<file path="src/rtl/audio_clk_pkg.sv">
package audio_clk_pkg;
  // control-to-datapath strobes
  typedef struct packed {
    logic run;   // divider enabled, counters advance
    logic load;  // settings may be captured
  } clkCtl_t;

  localparam int LEN_CODE0 = 32;
  localparam int LEN_CODE2 = 48;
  localparam int LEN_CODE3 = 64;

  // frame length minus one from the payload code; unused code falls back to 32
  function automatic int payloadLenM1(input logic [1:0] code);
    case (code)
      2'd2:    payloadLenM1 = LEN_CODE2 - 1;
      2'd3:    payloadLenM1 = LEN_CODE3 - 1;
      default: payloadLenM1 = LEN_CODE0 - 1;
    endcase
  endfunction
endpackage

</file>
<file path="src/rtl/audio_clk_ctrl.sv">
module audio_clk_ctrl
  import audio_clk_pkg::*;
(
  input  logic    clk,
  input  logic    rst,
  input  logic    startCmd,
  input  logic    pauseCmd,
  input  logic    stopCmd,
  input  logic    contMode,
  output clkCtl_t ctl
);
  logic running;
  logic runNext;

  // stop beats a gated pause, which beats start
  always_comb begin
    runNext = running;
    if (stopCmd)                    runNext = 1'b0;
    else if (pauseCmd && !contMode) runNext = 1'b0;
    else if (startCmd)              runNext = 1'b1;
  end

  always_ff @(posedge clk) begin
    if (rst) running <= 1'b0;
    else     running <= runNext;
  end

  assign ctl.run  = running;
  assign ctl.load = !running;

  // stop always disables
  a_r6_stop_wins: assert property (@(posedge clk) disable iff (rst)
    stopCmd |=> !ctl.run);
  // gated pause disables
  a_r6_gated_pause: assert property (@(posedge clk) disable iff (rst)
    (pauseCmd && !contMode) |=> !ctl.run);
  // continuous pause keeps clocks
  a_r6_cont_pause: assert property (@(posedge clk) disable iff (rst)
    (pauseCmd && contMode && !stopCmd && ctl.run) |=> ctl.run);
endmodule

</file>
<file path="src/rtl/audio_clk_dp.sv">
module audio_clk_dp
  import audio_clk_pkg::*;
#(
  parameter int DIV_W = 6,
  parameter int CNT_W = 12
) (
  input  logic             clk,
  input  logic             rst,
  input  clkCtl_t          ctl,
  input  logic [DIV_W-1:0] ratioM1,
  input  logic [CNT_W-1:0] frameM1,
  input  logic [1:0]       payloadCode,
  input  logic             lenFromCount,
  input  logic             bclkInv,
  input  logic             fclkInv,
  output logic             bclkOut,
  output logic             fclkOut,
  output logic             bitStb,
  output logic             frameStb,
  output logic             halfStb
);
  localparam logic [CNT_W-1:0] RST_LEN_M1 = CNT_W'(LEN_CODE0 - 1);
  localparam logic [CNT_W-1:0] RST_HALF   = CNT_W'(LEN_CODE0 / 2);

  logic [DIV_W-1:0] ratioLat;
  logic [CNT_W-1:0] lenLat;
  logic [CNT_W-1:0] halfLat;
  logic [DIV_W-1:0] divCnt;
  logic [CNT_W-1:0] bitCnt;
  logic             bclkRaw;
  logic             fclkRaw;
  logic [CNT_W-1:0] lenSel;
  logic [CNT_W-1:0] halfSel;
  logic             bitEdge;

  // frame length minus one, and floor(length/2)
  always_comb begin
    if (lenFromCount) lenSel = frameM1;
    else              lenSel = CNT_W'(payloadLenM1(payloadCode));
    halfSel = (lenSel >> 1) + CNT_W'(lenSel[0]);
  end

  always_ff @(posedge clk) begin
    if (rst) begin
      ratioLat <= '0;
      lenLat   <= RST_LEN_M1;
      halfLat  <= RST_HALF;
      divCnt   <= '0;
      bitCnt   <= '0;
      bclkRaw  <= 1'b0;
    end else begin
      if (ctl.load) begin
        ratioLat <= ratioM1;
        lenLat   <= lenSel;
        halfLat  <= halfSel;
      end
      if (!ctl.run) begin
        divCnt  <= '0;
        bitCnt  <= '0;
        bclkRaw <= 1'b0;
      end else if (divCnt == ratioLat) begin
        divCnt  <= '0;
        bclkRaw <= ~bclkRaw;
        if (bclkRaw) begin
          if (bitCnt == lenLat) bitCnt <= '0;
          else                  bitCnt <= bitCnt + CNT_W'(1);
        end
      end else begin
        divCnt <= divCnt + DIV_W'(1);
      end
    end
  end

  assign bitEdge  = ctl.run && bclkRaw && (divCnt == ratioLat);
  assign fclkRaw  = ctl.run && (bitCnt >= halfLat);
  assign bitStb   = bitEdge;
  assign frameStb = bitEdge && (bitCnt == lenLat);
  assign halfStb  = bitEdge && (bitCnt == halfLat - CNT_W'(1));

  // polarity stage, one variant per output
  generate
    for (genvar g = 0; g < 2; g++) begin : g_pol
      if (g == 0) begin : g_bit
        assign bclkOut = (ctl.run & bclkRaw) ^ bclkInv;
      end else begin : g_frame
        assign fclkOut = fclkRaw ^ fclkInv;
      end
    end
  endgenerate

  // counters cleared after a disabled cycle
  a_r7_idle_clear: assert property (@(posedge clk) disable iff (rst)
    !ctl.run |=> (divCnt == '0 && bitCnt == '0 && !bclkRaw));
  // half-period count stays in range
  a_r2_div_bound: assert property (@(posedge clk) disable iff (rst)
    ctl.run |-> divCnt <= ratioLat);
  // a bit strobe is followed by a low bit clock
  a_r8_fall_next: assert property (@(posedge clk) disable iff (rst)
    bitStb |=> !bclkRaw);
  // the frame clock is low right after a frame strobe
  a_r5_frame_low: assert property (@(posedge clk) disable iff (rst)
    frameStb |=> !fclkRaw);
  // settings frozen while running
  a_r10_cfg_frozen: assert property (@(posedge clk) disable iff (rst)
    (ctl.run && $past(ctl.run)) |-> ($stable(ratioLat) && $stable(lenLat) && $stable(halfLat)));
endmodule

</file>
<file path="src/rtl/audio_clk_gen.sv">
module audio_clk_gen
  import audio_clk_pkg::*;
#(
  parameter int DIV_W = 6,
  parameter int CNT_W = 12
) (
  input  logic             clk,
  input  logic             rst,
  input  logic             startCmd,
  input  logic             pauseCmd,
  input  logic             stopCmd,
  input  logic             contMode,
  input  logic [DIV_W-1:0] ratioM1,
  input  logic [CNT_W-1:0] frameM1,
  input  logic [1:0]       payloadCode,
  input  logic             lenFromCount,
  input  logic             bclkInv,
  input  logic             fclkInv,
  output logic             bclkOut,
  output logic             fclkOut,
  output logic             bitStb,
  output logic             frameStb,
  output logic             halfStb
);
  clkCtl_t ctl;

  audio_clk_ctrl u_ctrl (
    .clk(clk), .rst(rst), .startCmd(startCmd), .pauseCmd(pauseCmd),
    .stopCmd(stopCmd), .contMode(contMode), .ctl(ctl)
  );

  audio_clk_dp #(.DIV_W(DIV_W), .CNT_W(CNT_W)) u_dp (
    .clk(clk), .rst(rst), .ctl(ctl), .ratioM1(ratioM1), .frameM1(frameM1),
    .payloadCode(payloadCode), .lenFromCount(lenFromCount),
    .bclkInv(bclkInv), .fclkInv(fclkInv), .bclkOut(bclkOut), .fclkOut(fclkOut),
    .bitStb(bitStb), .frameStb(frameStb), .halfStb(halfStb)
  );
endmodule

</file>
<file path="config.mk">
export PLATFORM = sky130hd
export DESIGN_NAME = audio_clk_gen
export DESIGN_NICKNAME = d
export VERILOG_FILES = /design/src/rtl/audio_clk_pkg.sv /design/src/rtl/audio_clk_ctrl.sv /design/src/rtl/audio_clk_dp.sv /design/src/rtl/audio_clk_gen.sv
export SDC_FILE = /design/constraint.sdc
export NUM_CORES = 1
export LEC_CHECK = 0
export BUFFER_PORTS_ARGS = -buffer_cell sky130_fd_sc_hd__buf_2
export CAP_MARGIN = 15
export CORE_MARGIN = 10
export CORE_UTILIZATION = 45
export DETAILED_ROUTE_END_ITERATION = 12
export SKIP_CTS_REPAIR_TIMING = 1
export SYNTH_ARGS = -nofsm -noshare
export SYNTH_HDL_FRONTEND = slang
export SYNTH_HIERARCHICAL = 1
export SYNTH_SLANG_ARGS = --single-unit
</file>
<file path="constraint.sdc">
create_clock -name clk -period 3.3 [get_ports clk]
set_input_delay 0.66 -clock clk [delete_from_list [all_inputs] [get_ports clk]]
set_output_delay 0.66 -clock clk [all_outputs]
set_load 0.02 [all_outputs]
</file>
==> impl_metrics.ini <==
[run_status]
status = finished clean

[finish]
final_core_util_pct = 52.1
seq_area_um2 = 1000
multi_input_area_um2 = 2000
fin_nets = 463
layout-drive-gt1-share_pct = 13.6
fillCellCount = 667
final_area_um2 = 3540
area_growth_pct = 12.4
fin_cells = 514
antenna_cells = 0

[cts]
clk_latency_ns = 0.31
ctsLongestPathBuffers = 2
cts.sinks = 50
cts_root_buf = clkbuf_8
cts.clk_slew.worst_paths_ns = 0.10
cts_buffers = 5
htree_levels = 2
cts_tree = done

[sta]
skew_ns = 0.0103
tns_ns = 0
setup_viol = 0
holdWs_ns = 0.488
worstMarginPinSlew_ns = 0.973
final-hold-violation-count = 0
slew_headroom_pct = 35.1
post-route-period-util_pct = 94.5
grt_setup_unrepaired = no
period_minus_slack_ns = 3.12
setup_ws_ns = 0.183
clock.fmax_mhz = 321
maxSlewViolCount = 0

[power_and_ir_drop]
leakage_nw = 1.42
power_density_nw_per_um2 = 366
vdd_drop_max_mv = 0.170
seqPwrFrac_pct = 50.6
p_clk_share_pct = 34.3
switching_power_mw = 0.351
swShare_pct = 27.0
p_comb_share_pct = 15.1
internal_power_mw = 0.946
finalPower_mw = 1.30

[global_routing]
antenna_found_initial = 0
grt-busiest-layer = met2
grt_usage_pct = 13.7
grt_util_met2_pct = 20.8
overflow = 0
grt_pass1_vias = 2611
grt_max_degree = 30
grt_pass1_wl_um = 12600
use_met3_pct = 2.91
gr-usage-met1_pct = 19.1

[placed_design]
io_buffers = 33
dpl-instance-area_um2 = 3400
placedCellCount = 506
hpwlAfterDp_um = 5540
place.gp.congestion = 0.813
place_ws_ns = 0.197

[synth]
netlist_instances = 393
synth_area_um2 = 3150
synth-seq-cells = 50
synth_edf_count = 0
ys_seq_area_share_pct = 31.8
ys_types = 47
yosys_most_used_dff = dfxtp_1
synth_nets = 439
synth.avg_cell_area_um2 = 8.02
async_flop_share_pct = 0
yosysWarningCount = 6

[route]
drc = 0
wl_per_cell_um = 14.4
routed-via-count = 2656
drtIter0Drc = 142
vias_per_cell = 5.17
first_pass_iters = 4
ant_nets = 0
drt-total-wl_um = 7400

[floorplan]
dieWidth_um = 104
die_y_um = 104
io_pins = 34
rows = 30
dieArea_um2 = 10700
start_util_pct = 46.4
coreArea_um2 = 6790

[critical_path]
critical_path_required_ns = 2.64
critPathCaptureType = output pin
crit_type = reg2out
cp-start-kind = flip-flop
cp.arrival_ns = 2.46
crit_fanout = 3

[run]
max_cap_violations = 0

[min_path]
min-delay-path-class = reg2reg
==> cell usage after synthesis, drive strengths merged (9+ instances only) <==
cell    count  share of area, %
nand4       9               1.8
nor2       43               5.1
xor2       19               5.3
a21oi      19               3.0
inv        21               2.5
ha         17               6.8
xnor2      28               7.8
nor3        9               1.4
clkbuf     16               1.9
nand2b     16               3.2
o21ai      17               2.7
nand3      18               2.9
and3       11               2.2
mux2i      11               3.5
nand2      28               3.3
dfxtp      50                32
==> layer usage <==
| layer | share of wire (%) | wire length (um) |
|---|---|---|
| met1 | 52 | 3880 |
| met2 | 43 | 3200 |
| met3 | 3.3 | 246 |
| met4 | 1.0 | 74 |
| met5 | 0 | 0 |
==> sequential cells by signal, summed over array words and instances (netlist names) <==
name            flops
u_dp/bclkRaw        1
u_dp/ratioLat       6
u_dp/divCnt         6
u_dp/halfLat       12
u_dp/lenLat        12
u_dp/bitCnt        12
u_ctrl/running      1
==> final timing paths <==
kind | startpoint | endpoint | slack [ns] | depth (start not counted)
max | u_dp/halfLat[1] | halfStb | 0.18 | 9
min | u_dp/divCnt[0] | u_dp/divCnt[0] | 0.49 | 1
min reg2reg | u_dp/divCnt[0] | u_dp/divCnt[0] | 0.49 | 1
max reg2reg | u_dp/divCnt[3] | u_dp/bitCnt[3] | 1.28 | 6
==> cell usage in the layout (no fill, tap or decap), types with 2 or more instances in the layout <==
master,synthesis,final
dfxtp_1,50,49
nor2_1,43,43
buf_2,2,32
xnor2_1,28,28
nand2_1,28,28
inv_1,21,21
xor2_1,19,19
a21oi_1,19,19
nand3_1,18,18
o21ai_0,17,17
ha_1,17,17
nand2b_1,16,16
and3_1,11,11
mux2i_1,11,11
nand4_1,9,9
buf_4,1,8
nor3_1,9,8
nand3b_1,7,7
nor2b_1,6,6
clkbuf_8,0,5
a211o_1,5,5
a211oi_1,4,4
a21o_1,4,4
o211ai_1,3,3
nor4_1,3,3
clkinvlp_4,0,2
and2_1,2,2
==> critical path, cell delays in order (launching register included) <==
cell and delay, ns:
dfxtp_1 0.34, inv_1 0.09, ha_1 0.16, or4b_4 0.49
nor3_2 0.19, xnor2_1 0.13, nand4_1 0.16, a2111oi_4 0.22
o2111a_1 0.23, buf_4 0.14
==> power by group through the flow <==
stage / logic [mW] / registers, mW / clock network [mW]
floorplan: 0.142 / 0.659 / 0
global placement: 0.189 / 0.667 / 0
detailed placement: 0.191 / 0.669 / 0
CTS: 0.192 / 0.655 / 0.457
global route: 0.223 / 0.660 / 0.480
finish: 0.196 / 0.656 / 0.445
==> final cells by class <==
cell class              instances  share of cell area (%)
multi-input cells             299                    56.6
clock buffers                   5                    1.94
clock inverters                 3                    1.27
repair buffers                 40                    6.22
well taps                      96                    3.39
inverters                      21                    2.23
flip-flops and latches         50                    28.3
==> cell families after synthesis <==
group	after synthesis	synth area share, %
AO/OA/AOI/OAI	66	14.1
XOR/XNOR	47	13.1
adder cells (fa/ha/maj)	17	6.75
buffers and inverters	44	5.44
flip-flops	50	31.8
multiplexers	11	3.49
AND/OR/NAND/NOR	158	25.4
Power figures use the tool's default switching activity.
